File: src/rtl/evt_irq_pkg.sv
// Shared constants for the event interrupt hub: register word addresses
// and the count of internal controller events that precede the pins.
package evt_irq_pkg;
    localparam int          NUM_EVT   = 2;
    localparam int          REG_AW    = 2;
    localparam logic [1:0]  ADDR_EN   = 2'd0;
    localparam logic [1:0]  ADDR_PEND = 2'd1;
    localparam logic [1:0]  ADDR_POL  = 2'd2;
    localparam logic [1:0]  ADDR_LVL  = 2'd3;
endpackage

File: src/rtl/wait_edge_detect.sv
// Per-pin synchronizer and edge detector.
// Each asynchronous pin passes through two flops. A third flop holds the
// previous synchronized level. The selected edge gives a one-cycle pulse.
// Assumes pins are held stable long enough to be seen by the synchronizer.
module wait_edge_detect #(
    parameter int NUM_WAIT = 2
) (
    input  logic                clk,
    input  logic                rst_n,
    input  logic [NUM_WAIT-1:0] pin_async,
    input  logic [NUM_WAIT-1:0] fall_sel,
    output logic [NUM_WAIT-1:0] level,
    output logic [NUM_WAIT-1:0] edge_evt
);
    genvar k;
    generate
        for (k = 0; k < NUM_WAIT; k++) begin : g_pin
            logic s1_q, s2_q, s3_q;
            logic rise_w, fall_w;

            // Synchronizer chain plus history flop.
            always_ff @(posedge clk) begin
                if (!rst_n) begin
                    s1_q <= 1'b0;
                    s2_q <= 1'b0;
                    s3_q <= 1'b0;
                end else begin
                    s1_q <= pin_async[k];
                    s2_q <= s1_q;
                    s3_q <= s2_q;
                end
            end

            // Raw edges and polarity selection.
            always_comb begin
                rise_w      = s2_q & ~s3_q;
                fall_w      = ~s2_q & s3_q;
                edge_evt[k] = fall_sel[k] ? fall_w : rise_w;
                level[k]    = s2_q;
            end

            assert_rise_pulse_R4: assert property (@(posedge clk) disable iff (!rst_n)
                rise_w |=> !rise_w);
            assert_fall_pulse_R5: assert property (@(posedge clk) disable iff (!rst_n)
                fall_w |=> !fall_w);
        end
    endgenerate
endmodule

File: src/rtl/pending_bank.sv
// Pending-bit bank with write-one-to-clear and combined interrupt output.
// A set in the same cycle as a clear wins. Assumes set and clear are
// single-cycle qualified vectors from the caller.
module pending_bank #(
    parameter int NUM_SRC = 4
) (
    input  logic               clk,
    input  logic               rst_n,
    input  logic [NUM_SRC-1:0] set_vec,
    input  logic [NUM_SRC-1:0] clr_vec,
    input  logic [NUM_SRC-1:0] en_vec,
    output logic [NUM_SRC-1:0] pending,
    output logic               irq
);
    logic [NUM_SRC-1:0] pend_q;

    // Update pending bits: clear first, then OR in new events.
    always_ff @(posedge clk) begin
        if (!rst_n) pend_q <= '0;
        else        pend_q <= (pend_q & ~clr_vec) | set_vec;
    end

    // Combine enabled pending bits into one request.
    always_comb begin
        pending = pend_q;
        irq     = |(pend_q & en_vec);
    end

    assert_event_sets_R7: assert property (@(posedge clk) disable iff (!rst_n)
        (|set_vec) |=> ((pend_q & $past(set_vec)) == $past(set_vec)));
    assert_clear_drops_R6: assert property (@(posedge clk) disable iff (!rst_n)
        (|(clr_vec & ~set_vec)) |=> ((pend_q & $past(clr_vec & ~set_vec)) == '0));
    assert_hold_R6: assert property (@(posedge clk) disable iff (!rst_n)
        1'b1 |=> (((pend_q ^ $past(pend_q)) & ~$past(set_vec | clr_vec)) == '0));
endmodule

File: src/rtl/evt_irq_hub.sv
// Top of the event interrupt hub.
// Maps the FIFO event to index 0, the terminal-count event to index 1 and
// the wait pin k edge to index 2+k. It holds the enable and polarity
// registers and decodes the register port.
// Assumes the event strobes are synchronous to clk.
module evt_irq_hub
    import evt_irq_pkg::*;
#(
    parameter int NUM_WAIT = 2,
    localparam int NUM_SRC = NUM_EVT + NUM_WAIT
) (
    input  logic                clk,
    input  logic                rst_n,
    input  logic                fifo_evt,
    input  logic                tc_evt,
    input  logic [NUM_WAIT-1:0] wait_pin,
    input  logic [REG_AW-1:0]   reg_addr,
    input  logic                reg_wen,
    input  logic [NUM_SRC-1:0]  reg_wdata,
    output logic [NUM_SRC-1:0]  reg_rdata,
    output logic                irq
);
    logic [NUM_SRC-1:0]  en_q;
    logic [NUM_WAIT-1:0] pol_q;
    logic [NUM_WAIT-1:0] pin_level;
    logic [NUM_WAIT-1:0] pin_edge;
    logic [NUM_SRC-1:0]  set_vec;
    logic [NUM_SRC-1:0]  clr_vec;
    logic [NUM_SRC-1:0]  pending;

    wait_edge_detect #(.NUM_WAIT(NUM_WAIT)) u_edge (
        .clk       (clk),
        .rst_n     (rst_n),
        .pin_async (wait_pin),
        .fall_sel  (pol_q),
        .level     (pin_level),
        .edge_evt  (pin_edge)
    );

    // Assemble source vector and the write-one-to-clear mask.
    always_comb begin
        set_vec = {pin_edge, tc_evt, fifo_evt};
        clr_vec = (reg_wen && reg_addr == ADDR_PEND) ? reg_wdata : '0;
    end

    pending_bank #(.NUM_SRC(NUM_SRC)) u_pend (
        .clk     (clk),
        .rst_n   (rst_n),
        .set_vec (set_vec),
        .clr_vec (clr_vec),
        .en_vec  (en_q),
        .pending (pending),
        .irq     (irq)
    );

    // Enable and polarity configuration registers.
    always_ff @(posedge clk) begin
        if (!rst_n) begin
            en_q  <= '0;
            pol_q <= '0;
        end else if (reg_wen) begin
            if (reg_addr == ADDR_EN)  en_q  <= reg_wdata;
            if (reg_addr == ADDR_POL) pol_q <= reg_wdata[NUM_WAIT-1:0];
        end
    end

    // Read multiplexer.
    always_comb begin
        case (reg_addr)
            ADDR_EN:   reg_rdata = en_q;
            ADDR_PEND: reg_rdata = pending;
            ADDR_POL:  reg_rdata = {{NUM_EVT{1'b0}}, pol_q};
            default:   reg_rdata = {{NUM_EVT{1'b0}}, pin_level};
        endcase
    end

    assert_irq_idle_R8: assert property (@(posedge clk) disable iff (!rst_n)
        (pending == '0) |-> !irq);
    assert_enable_write_R8: assert property (@(posedge clk) disable iff (!rst_n)
        (reg_wen && reg_addr == ADDR_EN) |=> (en_q == $past(reg_wdata)));
    assert_pol_write_R10: assert property (@(posedge clk) disable iff (!rst_n)
        (reg_wen && reg_addr == ADDR_POL) |=> (pol_q == $past(reg_wdata[NUM_WAIT-1:0])));
endmodule

File: config.mk
export PLATFORM = sky130hd
export DESIGN_NAME = evt_irq_hub
export DESIGN_NICKNAME = d
export VERILOG_FILES = /design/src/rtl/evt_irq_pkg.sv /design/src/rtl/wait_edge_detect.sv /design/src/rtl/pending_bank.sv /design/src/rtl/evt_irq_hub.sv
export SDC_FILE = /design/constraint.sdc
export NUM_CORES = 1
export LEC_CHECK = 0
export BUFFER_PORTS_ARGS = -buffer_cell sky130_fd_sc_hd__buf_2
export CELL_PAD_IN_SITES_DETAIL_PLACEMENT = 1
export CELL_PAD_IN_SITES_GLOBAL_PLACEMENT = 2
export CORE_MARGIN = 10
export CORE_UTILIZATION = 28
export DETAILED_ROUTE_END_ITERATION = 8
export PLACE_DENSITY_LB_ADDON = 0.3
export SYNTH_ARGS = -nofsm -noshare
export SYNTH_HDL_FRONTEND = slang
export SYNTH_SLANG_ARGS = --single-unit
File: constraint.sdc
create_clock -name clk -period 1 [get_ports clk]
set_clock_uncertainty 0.2 [all_clocks]
set_input_delay 0.05 -clock clk [delete_from_list [all_inputs] [get_ports clk]]
set_output_delay 0.05 -clock clk [all_outputs]
set_load 0.1 [all_outputs]
* Yosys cells after proc, flatten, opt, wreduce, memory -nomap -nowiden
Index checks and enable logic that the tools add are counted.
** Operators by class
- Reductions and logical operators :: 5
- Magnitude comparators :: 0
- Multipliers :: 0
- Div/mod/pow operators :: 0
- Bitwise operators :: 12
- Shift-type cells :: 0
- Muxes and demuxes :: 4
- Equal/unequal tests :: 2
- $add $sub $neg :: 0
** Operators with widths (number)
- $pmux W4 S3 :: 1
- $and A4 B4 Y4 :: 2
- $and A1 B1 Y1 :: 4
- $mux W4 :: 1
- $not A1 Y1 :: 4
- $not A4 Y4 :: 1
- $or A4 B4 Y4 :: 1
- $reduce_and A2 Y1 :: 2
- $reduce_or A4 Y1 :: 1
- $eq A2 B1 Y1 const B :: 1
- $eq A2 B2 Y1 const B :: 1
- $logic_not A2 Y1 :: 1
- $mux W1 :: 2
- $logic_and A1 B1 Y1 :: 1
** Storage, ports and cells
- Bits in writable memories :: 0
- Input bits :: 13
- ROM bits :: 0
- Register bits :: 16
- Memories kept :: 0
- Logic and storage cells :: 32
- Output and inout port bits :: 5
- Bits in latches :: 0

* Longest topological paths before layout
Gate-level depths: netlist of the first run.
- Depth after elaboration :: 6
- Gate-level depth with buffers :: 3

* Modules after synthesis
Synthesis of the first run repeated with hierarchy kept, for this count alone.
** Unflattened totals
- Cell total of the unflattened synthesis :: 73
- Area total of the unflattened synthesis :: 750.7 um2
** Modules (own cells, without submodules)
- evt_irq_hub :: area each 379.1 um2, instances 1, cells each 38, seq. area each 120.1 um2
- wait_edge_detect :: area each 217.7 um2, instances 1, cells each 20, seq. area each 120.1 um2
- pending_bank :: area each 153.9 um2, instances 1, cells each 15, seq. area each 80.1 um2

* Least setup slack after synthesis of the first run
OpenSTA, ideal clock, no wires.
- Kind :: flip-flop to output port
- From :: register u_pend.pend_q[2] (netlist: u_pend.pending[2])
- To :: output port reg_rdata[2]
- Arrival :: 1.648 ns
- Stages on the path, launching flop included :: 3
- Slack :: -0.898 ns
- Cells stage by stage :: dfxtp_1 mux2i_1 nor2_1
** On the way
- Word-level cells in the longest chain between the ends :: 1
** Ends and longest elaborated chain
- from (decl) :: line pending_bank.sv:15 : logic [NUM_SRC-1:0] pend_q;
- from (signal assigned) :: line pending_bank.sv:20 : else pend_q <= (pend_q & ~clr_vec) | set_vec;
- $pmux W4 S3 :: line evt_irq_hub.sv:69 : case (reg_addr)
- to (decl) :: line evt_irq_hub.sv:20 : output logic [NUM_SRC-1:0] reg_rdata,
No other way between the ends.

* Worst setup path after layout of the first run
- From :: register u_edge.g_pin[1].s2_q
- To :: output port reg_rdata[1]
** On the way
- Word-level cells in the longest chain between the ends :: 1
** Ends and longest elaborated chain
- from (decl) :: line wait_edge_detect.sv:18 : logic s1_q, s2_q, s3_q;
- from (signal assigned) :: line wait_edge_detect.sv:29 : s2_q <= s1_q;
- $pmux W4 S3 :: line evt_irq_hub.sv:69
No other way between the ends.

==> flow_metrics.py, run 1 <==
metrics = {
    "timing": {
        "rsz0062_at_grt": "true",
        "max_slew_margin": 0.852,
        "final_hold_viol_count": 6,
        "setup_slack_ns": -0.531,
        "drv_slew": 0,
        "fmax_mhz": 653,
        "fin_crit_ns": 1.53,
        "worstMarginPinSlew_ns": 0.219,
        "hold-worst-slack_ns": -0.0753,
        "finalSetupViolCount": 7,
        "min_period_over_period": 1.53,
    },
    "synthesis": {
        "synth_cell_type_count": 20,
        "synthCells": 68,
        "synth_fa_ha_area_frac": 0,
        "synth-simple-area-share": 0.250,
        "yosys.area.top_type": "dfxtp_1",
        "yosysTopAreaCellShare": 0.444,
        "synth_compound_area_frac": 0.0797,
        "synth_top_family_by_area": "simple AND/OR/NAND/NOR gates",
        "synth_nets": 81,
        "ys_warn_count": 0,
        "synthXorXnorAreaFrac": 0,
        "synth.ff_latch_count": 16,
        "synthTopCellsByArea": "dfxtp_1, mux2i_1, mux4_2, nand2_1, and2_1",
        "synthMuxAreaShare": 0.173,
        "netlist_area_sq_um": 722,
        "ys_seq_area_frac": 0.444,
        "synth_area_per_cell_sq_um": 10.6,
    },
    "finish": {
        "fillers": 284,
        "drive_gt1_frac": 0.532,
        "multi_input_area_sq_um": 420,
        "mostFrequentLayoutCell": "buf_4",
        "layout_common_cells": "buf_4, buf_2, nand2_1",
        "seqCellArea_sq_um": 340,
        "diodes": 0,
        "nNetsFinal": 124,
        "area_delta_synth_final_pct": 64.3,
    },
    "drt": {
        "wl_met2_mm": 1.03,
        "wl_met3_um": 111,
        "dr.pass1.iters": 4,
        "highest-signal-layer": "met4",
        "vias_per_cell": 4.79,
        "wl_mm": 2.06,
        "drt_iter0_drc": 29,
        "wire_per_inst_um": 14.8,
        "met1Wirelength_um": 884,
        "final_antenna_net_count": 0,
        "drc": 0,
        "vias": 666,
    },
    "place": {
        "port-buffer-count": 17,
        "place.detailed.hpwl_mm": 1.70,
        "place_ws_ns": -0.306,
        "gp_congestion": 0.675,
    },
    "setup_path": {
        "critPathSlowestCell": "mux4_2",
        "cp_cell_sequence": "mux4_2, buf_6",
        "crit_path_start_kind": "register",
        "cp_data_arrival_time_ns": 1.28,
        "crit_path_max_fanout": 2,
        "endpoint_kind": "output port",
        "worstSetupPathType": "reg2out",
        "slowest_delay_ns": 0.47,
        "worstPathRequired_ns": 0.75,
    },
    "power": {
        "powerDensity_nw_per_um2": 1130,
        "vdd_drop_max_v": 0.000564,
        "cellLeakagePower_nw": 0.507,
        "power.total_mw": 1.34,
    },
    "clocking": {
        "clock-root-buffer": "clkbuf_4",
        "clk_path_buf_depth": 2,
        "clock-sinks": 16,
        "tritoncts": "yes",
        "clk_latency_ns": 0.28,
        "clk_pin_slew_ns": 0.09,
        "htree_num_levels": 1,
        "cts_buffers": 3,
    },
    "grt": {
        "grt_first_pass_wirelength_mm": 3.57,
        "globalRouteOverflowTotal": 0,
        "grt_max_degree": 10,
        "antenna_found_initial": 0,
        "grt.total_usage": 0.0891,
        "grt_pass1_vias": 738,
    },
    "run_status": {
        "violations": "negative hold slack, negative setup slack",
        "status": "finished with violations",
    },
    "floorplanning": {
        "core_area_sq_um": 2480,
        "dieArea_sq_um": 5010,
        "die_h_um": 70.8,
        "num_rows": 18,
        "start_util": 0.291,
        "dieWidth_um": 70.8,
        "top_level_ports": 18,
    },
    "min_path": {
        "holdCritPathClass": "in2reg",
    },
    "job": {
        "drv_cap": 0,
    },
}
[worst paths after layout]
| check | start | endpoint | slack, ns | cells after the start |
|---|---|---|---|---|
| hold reg to reg | u_edge.g_pin[1].s1_q | u_edge.g_pin[1].s2_q | 0.24 | 1 |
| setup / recovery | u_edge.g_pin[1].s2_q | reg_rdata[1] | -0.53 | 2 |
| hold / removal | rst_n | u_pend.pending[3] | -0.08 | 2 |
| setup reg to reg | pol_q[0] | u_pend.pending[2] | -0.18 | 3 |
[power by group]
group	leakage, nW	switching, mW	internal [mW]
registers	0.136	0.0205	0.664
logic	0.357	0.170	0.160
clock network	0.0138	0.190	0.140
total	0.507	0.380	0.964
[final cells by class]
cell class                      instances  share of cell area
Clock buffer                            3              0.0190
Inverter                                2             0.00633
Multi-Input combinational cell         46               0.354
Sequential cell                        16               0.287
Tap cell                               30              0.0316
Timing Repair Buffer                   42               0.302
[worst max-delay path, delay by kind of cell (launching register included)]
family	cells	cell delay (ns)
DFF	1	0.33
buffers and inverters	1	0.20
muxes	1	0.47
[synthesized netlist by cell type]
cell type  number
buf_2           1
and2_1          6
nor4bb_1        2
nand2_1        11
dfxtp_1        16
nor3b_4         1
mux2i_1         8
nor2_1          2
clkbuf_1        1
o21ai_0         2
nand3b_1        1
and4b_1         2
buf_6           2
nand4b_1        2
inv_1           2
a31oi_1         2
a311o_1         2
a22oi_1         2
and3b_2         1
mux4_2          2
[state kept, by name, summed over array words and instances, names as in the netlist]
| name | count |
|---|---|
| en_q | 4 |
| pol_q | 2 |
| u_edge.g_pin.s1_q | 2 |
| u_edge.g_pin.s2_q | 2 |
| u_edge.g_pin.s3_q | 2 |
| u_pend.pending | 4 |
[stage by stage]
step | setup TNS [ns] | instance area [sq um] | std cells | util
2_1_floorplan | -1.13 | 763 | 68 | -
3_3_place_gp | -2.27 | 1030 | 128 | 0.415
3_5_place_dp | -2.42 | 1030 | 128 | 0.415
4_1_cts | -2.62 | 1170 | 139 | 0.472
5_1_grt | -2.79 | 1190 | 139 | 0.479
6_report | -2.46 | 1190 | 139 | 0.479
[logic make-up after synthesis]
group | count (synthesis)
AND/OR/NAND/NOR | 28
flip-flops | 16
multiplexers | 10
AO/OA/AOI/OAI | 8
buffers and inverters | 6
[per-layer routing]
layer | vias to the layer above | global-route usage
met1 | 317 | 0.0917
met4 | 0 | 0.0387
met5 | - | 0
li1 | 330 | -
met2 | 15 | 0.154
met3 | 4 | 0.0377
[what timing repair did]
action                     4_1_cts  5_1_grt
hold buffers                     8        1
setup endpoints to repair        8        8
resized for setup               14        6
hold endpoints to repair        13        3
setup buffers                    1        0
pin swaps                        7        2
Note: power is estimated with default switching activity, not from simulation.
==> run 2: changes to the inputs <==
--- a/config.mk
+++ b/config.mk
@@ -8,8 +8,9 @@
 export BUFFER_PORTS_ARGS = -buffer_cell sky130_fd_sc_hd__buf_2
 export CELL_PAD_IN_SITES_DETAIL_PLACEMENT = 1
 export CELL_PAD_IN_SITES_GLOBAL_PLACEMENT = 2
-export CORE_MARGIN = 10
+export CORE_MARGIN = 1.5
 export CORE_UTILIZATION = 28
+export CTS_CLUSTER_SIZE = 40
 export DETAILED_ROUTE_END_ITERATION = 8
 export PLACE_DENSITY_LB_ADDON = 0.3
 export SYNTH_ARGS = -nofsm -noshare
==> run 2 against run 1 <==
  * The flow still finishes with violations (negative hold slack, negative setup slack)
  * Critical endpoint unchanged
  * First-iteration DRC count fell by 76%
  * Hold slack gained 0.047 ns
  * Total power rose by 6.9%
  * Sequential cell count unchanged
==> flow_metrics.py, run 2 (synthesized netlist as in run 1, its figures left out) <==
metrics = {
    "run_status": {
        "status": "finished with violations",
        "violations": "negative hold slack, negative setup slack",
    },
    "setup_path": {
        "crit_path_start_kind": "register",
        "crit_path_max_fanout": 3,
        "cp_top_family": "multiplexers",
        "worstPathRequired_ns": 0.75,
        "cp_data_arrival_time_ns": 1.31,
        "slowest_delay_ns": 0.47,
        "worstSetupPathType": "reg2out",
        "endpoint_kind": "output port",
        "cp_cell_sequence": "mux4_2, buf_6",
        "critPathSlowestCell": "mux4_2",
        "cp.buffers_inverters": 1,
    },
    "drt": {
        "drt_iter0_drc": 7,
        "vias_per_cell": 4.76,
        "wl_mm": 1.97,
        "final_antenna_net_count": 0,
        "dr.pass1.iters": 3,
        "drc": 0,
        "wire_per_inst_um": 14.4,
        "vias": 648,
    },
    "finish": {
        "layout.cells.non_filler": 136,
        "final_cell_area_sq_um": 1190,
        "mostFrequentLayoutCell": "buf_2",
        "utilization": 0.486,
        "nNetsFinal": 120,
        "diodes": 0,
        "layout_common_cells": "buf_2, nand2_1, dlygate4sd3_1",
        "area_delta_synth_final_pct": 65.2,
        "drive_gt1_frac": 0.519,
        "fillers": 272,
        "seqCellArea_sq_um": 337,
        "multi_input_area_sq_um": 430,
    },
    "timing": {
        "hold-worst-slack_ns": -0.0280,
        "max_slew_margin": 0.828,
        "fin_crit_ns": 1.56,
        "fmax_mhz": 642,
        "min_period_over_period": 1.56,
        "drv_slew": 0,
        "finalSetupViolCount": 7,
        "rsz0062_at_grt": "true",
        "setup_slack_ns": -0.557,
        "final_hold_viol_count": 6,
        "worstMarginPinSlew_ns": 0.254,
    },
    "place": {
        "place_inst": 123,
        "gp_congestion": 0.734,
        "place.detailed.hpwl_mm": 1.52,
        "dpl_cell_area_sq_um": 990,
        "port-buffer-count": 17,
    },
    "floorplanning": {
        "top_level_ports": 18,
        "start_util": 0.294,
        "core_area_sq_um": 2450,
        "dieArea_sq_um": 2890,
        "dieWidth_um": 53.8,
        "die_h_um": 53.8,
        "num_rows": 18,
    },
    "clocking": {
        "clk_pin_slew_ns": 0.09,
        "tritoncts": "yes",
        "cts_buffers": 3,
        "cts_hold_buf": 9,
        "clk_path_buf_depth": 2,
        "clk_latency_ns": 0.28,
        "clock-root-buffer": "clkbuf_4",
        "clock-sinks": 16,
        "htree_num_levels": 1,
    },
    "grt": {
        "grt_first_pass_wirelength_mm": 3.17,
        "globalRouteOverflowTotal": 0,
        "antenna_found_initial": 0,
        "grt_pass1_vias": 669,
        "grt.total_usage": 0.159,
        "grt_max_degree": 11,
    },
    "power": {
        "power.total_mw": 1.44,
        "cellLeakagePower_nw": 0.506,
        "vdd_drop_max_v": 0.00113,
        "powerDensity_nw_per_um2": 1210,
    },
    "min_path": {
        "holdCritPathClass": "in2reg",
    },
    "job": {
        "drv_cap": 0,
    },
}
==> run 2: changes by cell type in the layout (fill, tap and decap cells not counted), sizes merged <==
cell | previous run | this run
buf | 34 | 29
dlymetal6s4s | 0 | 1
clkbuf | 3 | 4
==> run 2: worst reg2reg max path, stage by stage, from the launching register on <==
cell      delay, ns
dfxtp_2        0.33
buf_6          0.11
nor4bb_4       0.14
a311o_1        0.31
==> run 2: cell type report <==
class,count,area share
clock buffers,4,0.0304
inverters,2,0.00630
repair buffers,38,0.289
well taps,30,0.0315
flip-flops and latches,16,0.282
multi-input cells,46,0.361
==> run 2: layer usage <==
metal,GRT usage,share of wire
met4,0.0256,0.0066
met3,0.0500,0.035
met2,0.285,0.52
met1,0.186,0.43
met5,0,0
==> run 2: where the power goes <==
group / internal [mW] / total, mW / switching (mW) / leakage [nW]
registers: 0.666 / 0.690 / 0.0239 / 0.136
clock network: 0.221 / 0.424 / 0.202 / 0.0210
logic: 0.155 / 0.324 / 0.169 / 0.349
total: 1.04 / 1.44 / 0.395 / 0.506
==> run 2: final timing paths <==
path | startpoint | endpoint | slack, ns | cells past startpoint
hold / removal | reg_wen | pol_q[1] | -0.03 | 3
hold reg to reg | u_edge.g_pin[0].s1_q | u_edge.g_pin[0].s2_q | 0.25 | 1
setup reg to reg | u_edge.g_pin[0].s2_q | u_pend.pending[2] | -0.19 | 3
setup / recovery | u_pend.pending[1] | reg_rdata[1] | -0.56 | 2
==> run 2: per-stage QoR <==
stage	setup WS [ns]	TNS (ns)
2_1_floorplan	-0.284	-1.13
3_3_place_gp	-0.329	-2.37
3_5_place_dp	-0.336	-2.52
4_1_cts	-0.569	-2.58
5_1_grt	-0.599	-2.80
6_report	-0.557	-2.53
==> run 2: what timing repair did <==
action                     4_1_cts  5_1_grt
buffers inserted                 0        0
cloned                           0        0
hold endpoints to repair        13        3
resized for setup               19        4
pin swaps                        6        1
setup endpoints to repair        8       10
==> run 3: changes to the inputs <==
==> constraint.sdc (replaced) <==
create_clock -name clk -period 1 [get_ports clk]
set_clock_uncertainty 0.2 [all_clocks]
set_input_delay 0.05 -clock clk [delete_from_list [all_inputs] [get_ports clk]]
set_output_delay 0.05 -clock clk [all_outputs]
set_load 0.02 [all_outputs]
==> run 3 against run 2 <==
  * The run still ends with negative hold slack, negative setup slack left
  * Sequential cell count unchanged
  * Global-route usage grew 0.052 points
  * Total power fell by 4.4%
  * Register-to-register slack got worse by 0.13 ns
  * First-iteration DRC count down 57%
  * Die area unchanged
  * Combinational power decreased by 22%
  * Clock power is 2% higher
  * Critical path depth did not move
  * Setup slack improved by 0.066 ns
  * Largest cell class unchanged
==> flow_metrics.py, run 3 (synthesized netlist as in run 1, its figures left out) <==
metrics = {
    "drt": {
        "wl_mm": 1.93,
        "vias": 656,
        "drc": 0,
        "wire_per_inst_um": 13.8,
        "vias_per_cell": 4.69,
        "final_antenna_net_count": 0,
        "drt_iter0_drc": 3,
        "dr.pass1.iters": 2,
    },
    "power": {
        "power.total_mw": 1.37,
        "vdd_drop_max_v": 0.000688,
        "powerDensity_nw_per_um2": 1200,
        "cellLeakagePower_nw": 0.526,
    },
    "clocking": {
        "clk_pin_slew_ns": 0.09,
        "clock-root-buffer": "clkbuf_4",
        "clock-sinks": 16,
        "cts_hold_buf": 9,
        "cts_buffers": 3,
        "clk_path_buf_depth": 2,
        "htree_num_levels": 1,
        "clk_latency_ns": 0.29,
        "tritoncts": "yes",
    },
    "place": {
        "gp_congestion": 0.704,
        "place.detailed.hpwl_mm": 1.31,
        "port-buffer-count": 17,
        "place_ws_ns": -0.199,
        "dpl_cell_area_sq_um": 911,
    },
    "finish": {
        "area_delta_synth_final_pct": 57.9,
        "diodes": 0,
        "mostFrequentLayoutCell": "buf_2",
        "nNetsFinal": 124,
        "drive_gt1_frac": 0.509,
        "layout_common_cells": "buf_2, buf_4, nand2_1, dfxtp_2",
        "final_cell_area_sq_um": 1140,
    },
    "timing": {
        "rsz0062_at_grt": "true",
        "max_slew_margin": 0.814,
        "min_period_over_period": 1.49,
        "final_hold_viol_count": 3,
        "fin_crit_ns": 1.49,
        "fmax_mhz": 671,
        "fin_setup_tns_ns": -2.33,
        "drv_slew": 0,
        "setup_slack_ns": -0.491,
        "finalSetupViolCount": 7,
        "hold-worst-slack_ns": -0.0409,
        "worstMarginPinSlew_ns": 0.275,
    },
    "job": {
        "drv_cap": 0,
    },
    "setup_path": {
        "worstPathRequired_ns": 0.75,
        "crit_path_start_kind": "register",
        "worstSetupPathType": "reg2out",
        "slowest_delay_ns": 0.47,
        "endpoint_kind": "output port",
        "cp_data_arrival_time_ns": 1.24,
        "crit_path_max_fanout": 2,
        "critPathSlowestCell": "mux4_2",
        "cp_cell_sequence": "mux4_2, buf_6",
    },
    "floorplanning": {
        "dieWidth_um": 53.8,
        "num_rows": 18,
        "dieArea_sq_um": 2890,
        "die_h_um": 53.8,
        "core_area_sq_um": 2450,
        "top_level_ports": 18,
        "start_util": 0.294,
    },
    "grt": {
        "antenna_found_initial": 0,
        "grt_pass1_vias": 707,
        "grt.total_usage": 0.159,
        "globalRouteOverflowTotal": 0,
        "grt_first_pass_wirelength_mm": 3.17,
        "grt_max_degree": 10,
    },
    "min_path": {
        "holdCritPathClass": "in2reg",
    },
    "run_status": {
        "violations": "negative hold slack, negative setup slack",
        "status": "finished with violations",
    },
}
run 3: cell count changes in the layout (fill, tap and decap cells not counted), moves of 2 or more:
cell / change
nor2_1: +2
buf_12: -2
dfxtp_1: -2
dfxtp_4: -2
dfxtp_2: +4
nor2_4: -2
buf_4: +5
mux2i_1: +2
run 3: through the flow:
stage	instances	util
after floorplan	68	-
after global placement	122	0.371
after detailed placement	122	0.371
after CTS	139	0.452
after global routing	140	0.464
final	140	0.464
run 3: path summary, 6_finish.rpt:
kind                             start              endpoint  slack (ns)  cells past startpoint
setup reg to reg  u_edge.g_pin[0].s2_q     u_pend.pending[2]       -0.32                      4
setup / recovery  u_edge.g_pin[1].s2_q          reg_rdata[1]       -0.49                      2
hold reg to reg   u_edge.g_pin[0].s1_q  u_edge.g_pin[0].s2_q        0.25                      1
hold / removal                 reg_wen     u_pend.pending[2]       -0.04                      3
run 3: where the power goes:
group | internal, mW | switching, mW
Clock | 0.222 | 0.212
Combinational | 0.148 | 0.104
Sequential | 0.670 | 0.0173
Total | 1.04 | 0.333
run 3: layout make-up:
class / instances / area [sq um]
repair buffers: 42 / 347
inverters: 2 / 7.51
well taps: 30 / 37.5
multi-input cells: 46 / 378
flip-flops and latches: 16 / 334
fillers: 290 / 1320
clock buffers: 4 / 36.3
run 3: timing repair:
item	4_1_cts	5_1_grt
pin swaps	1	3
gates cloned	0	0
setup endpoints to repair	7	11
endpoints found under the hold margin	13	2
gates resized for setup	17	11
setup buffers	4	2
run 3: routing by layer:
layer  track usage  vias to the layer above  part of all wire
met4         0.103                        0             0.020
met3        0.0278                        5             0.026
met2         0.258                       12              0.50
met5             0                        -                 0
li1              -                      329                 -
met1         0.193                      310              0.45
run 3: worst max-delay path: cells and delay by family, from the launching register on:
family	cells	cell delay [ns]
buffers and inverters	1	0.15
muxes	1	0.47
DFF	1	0.33
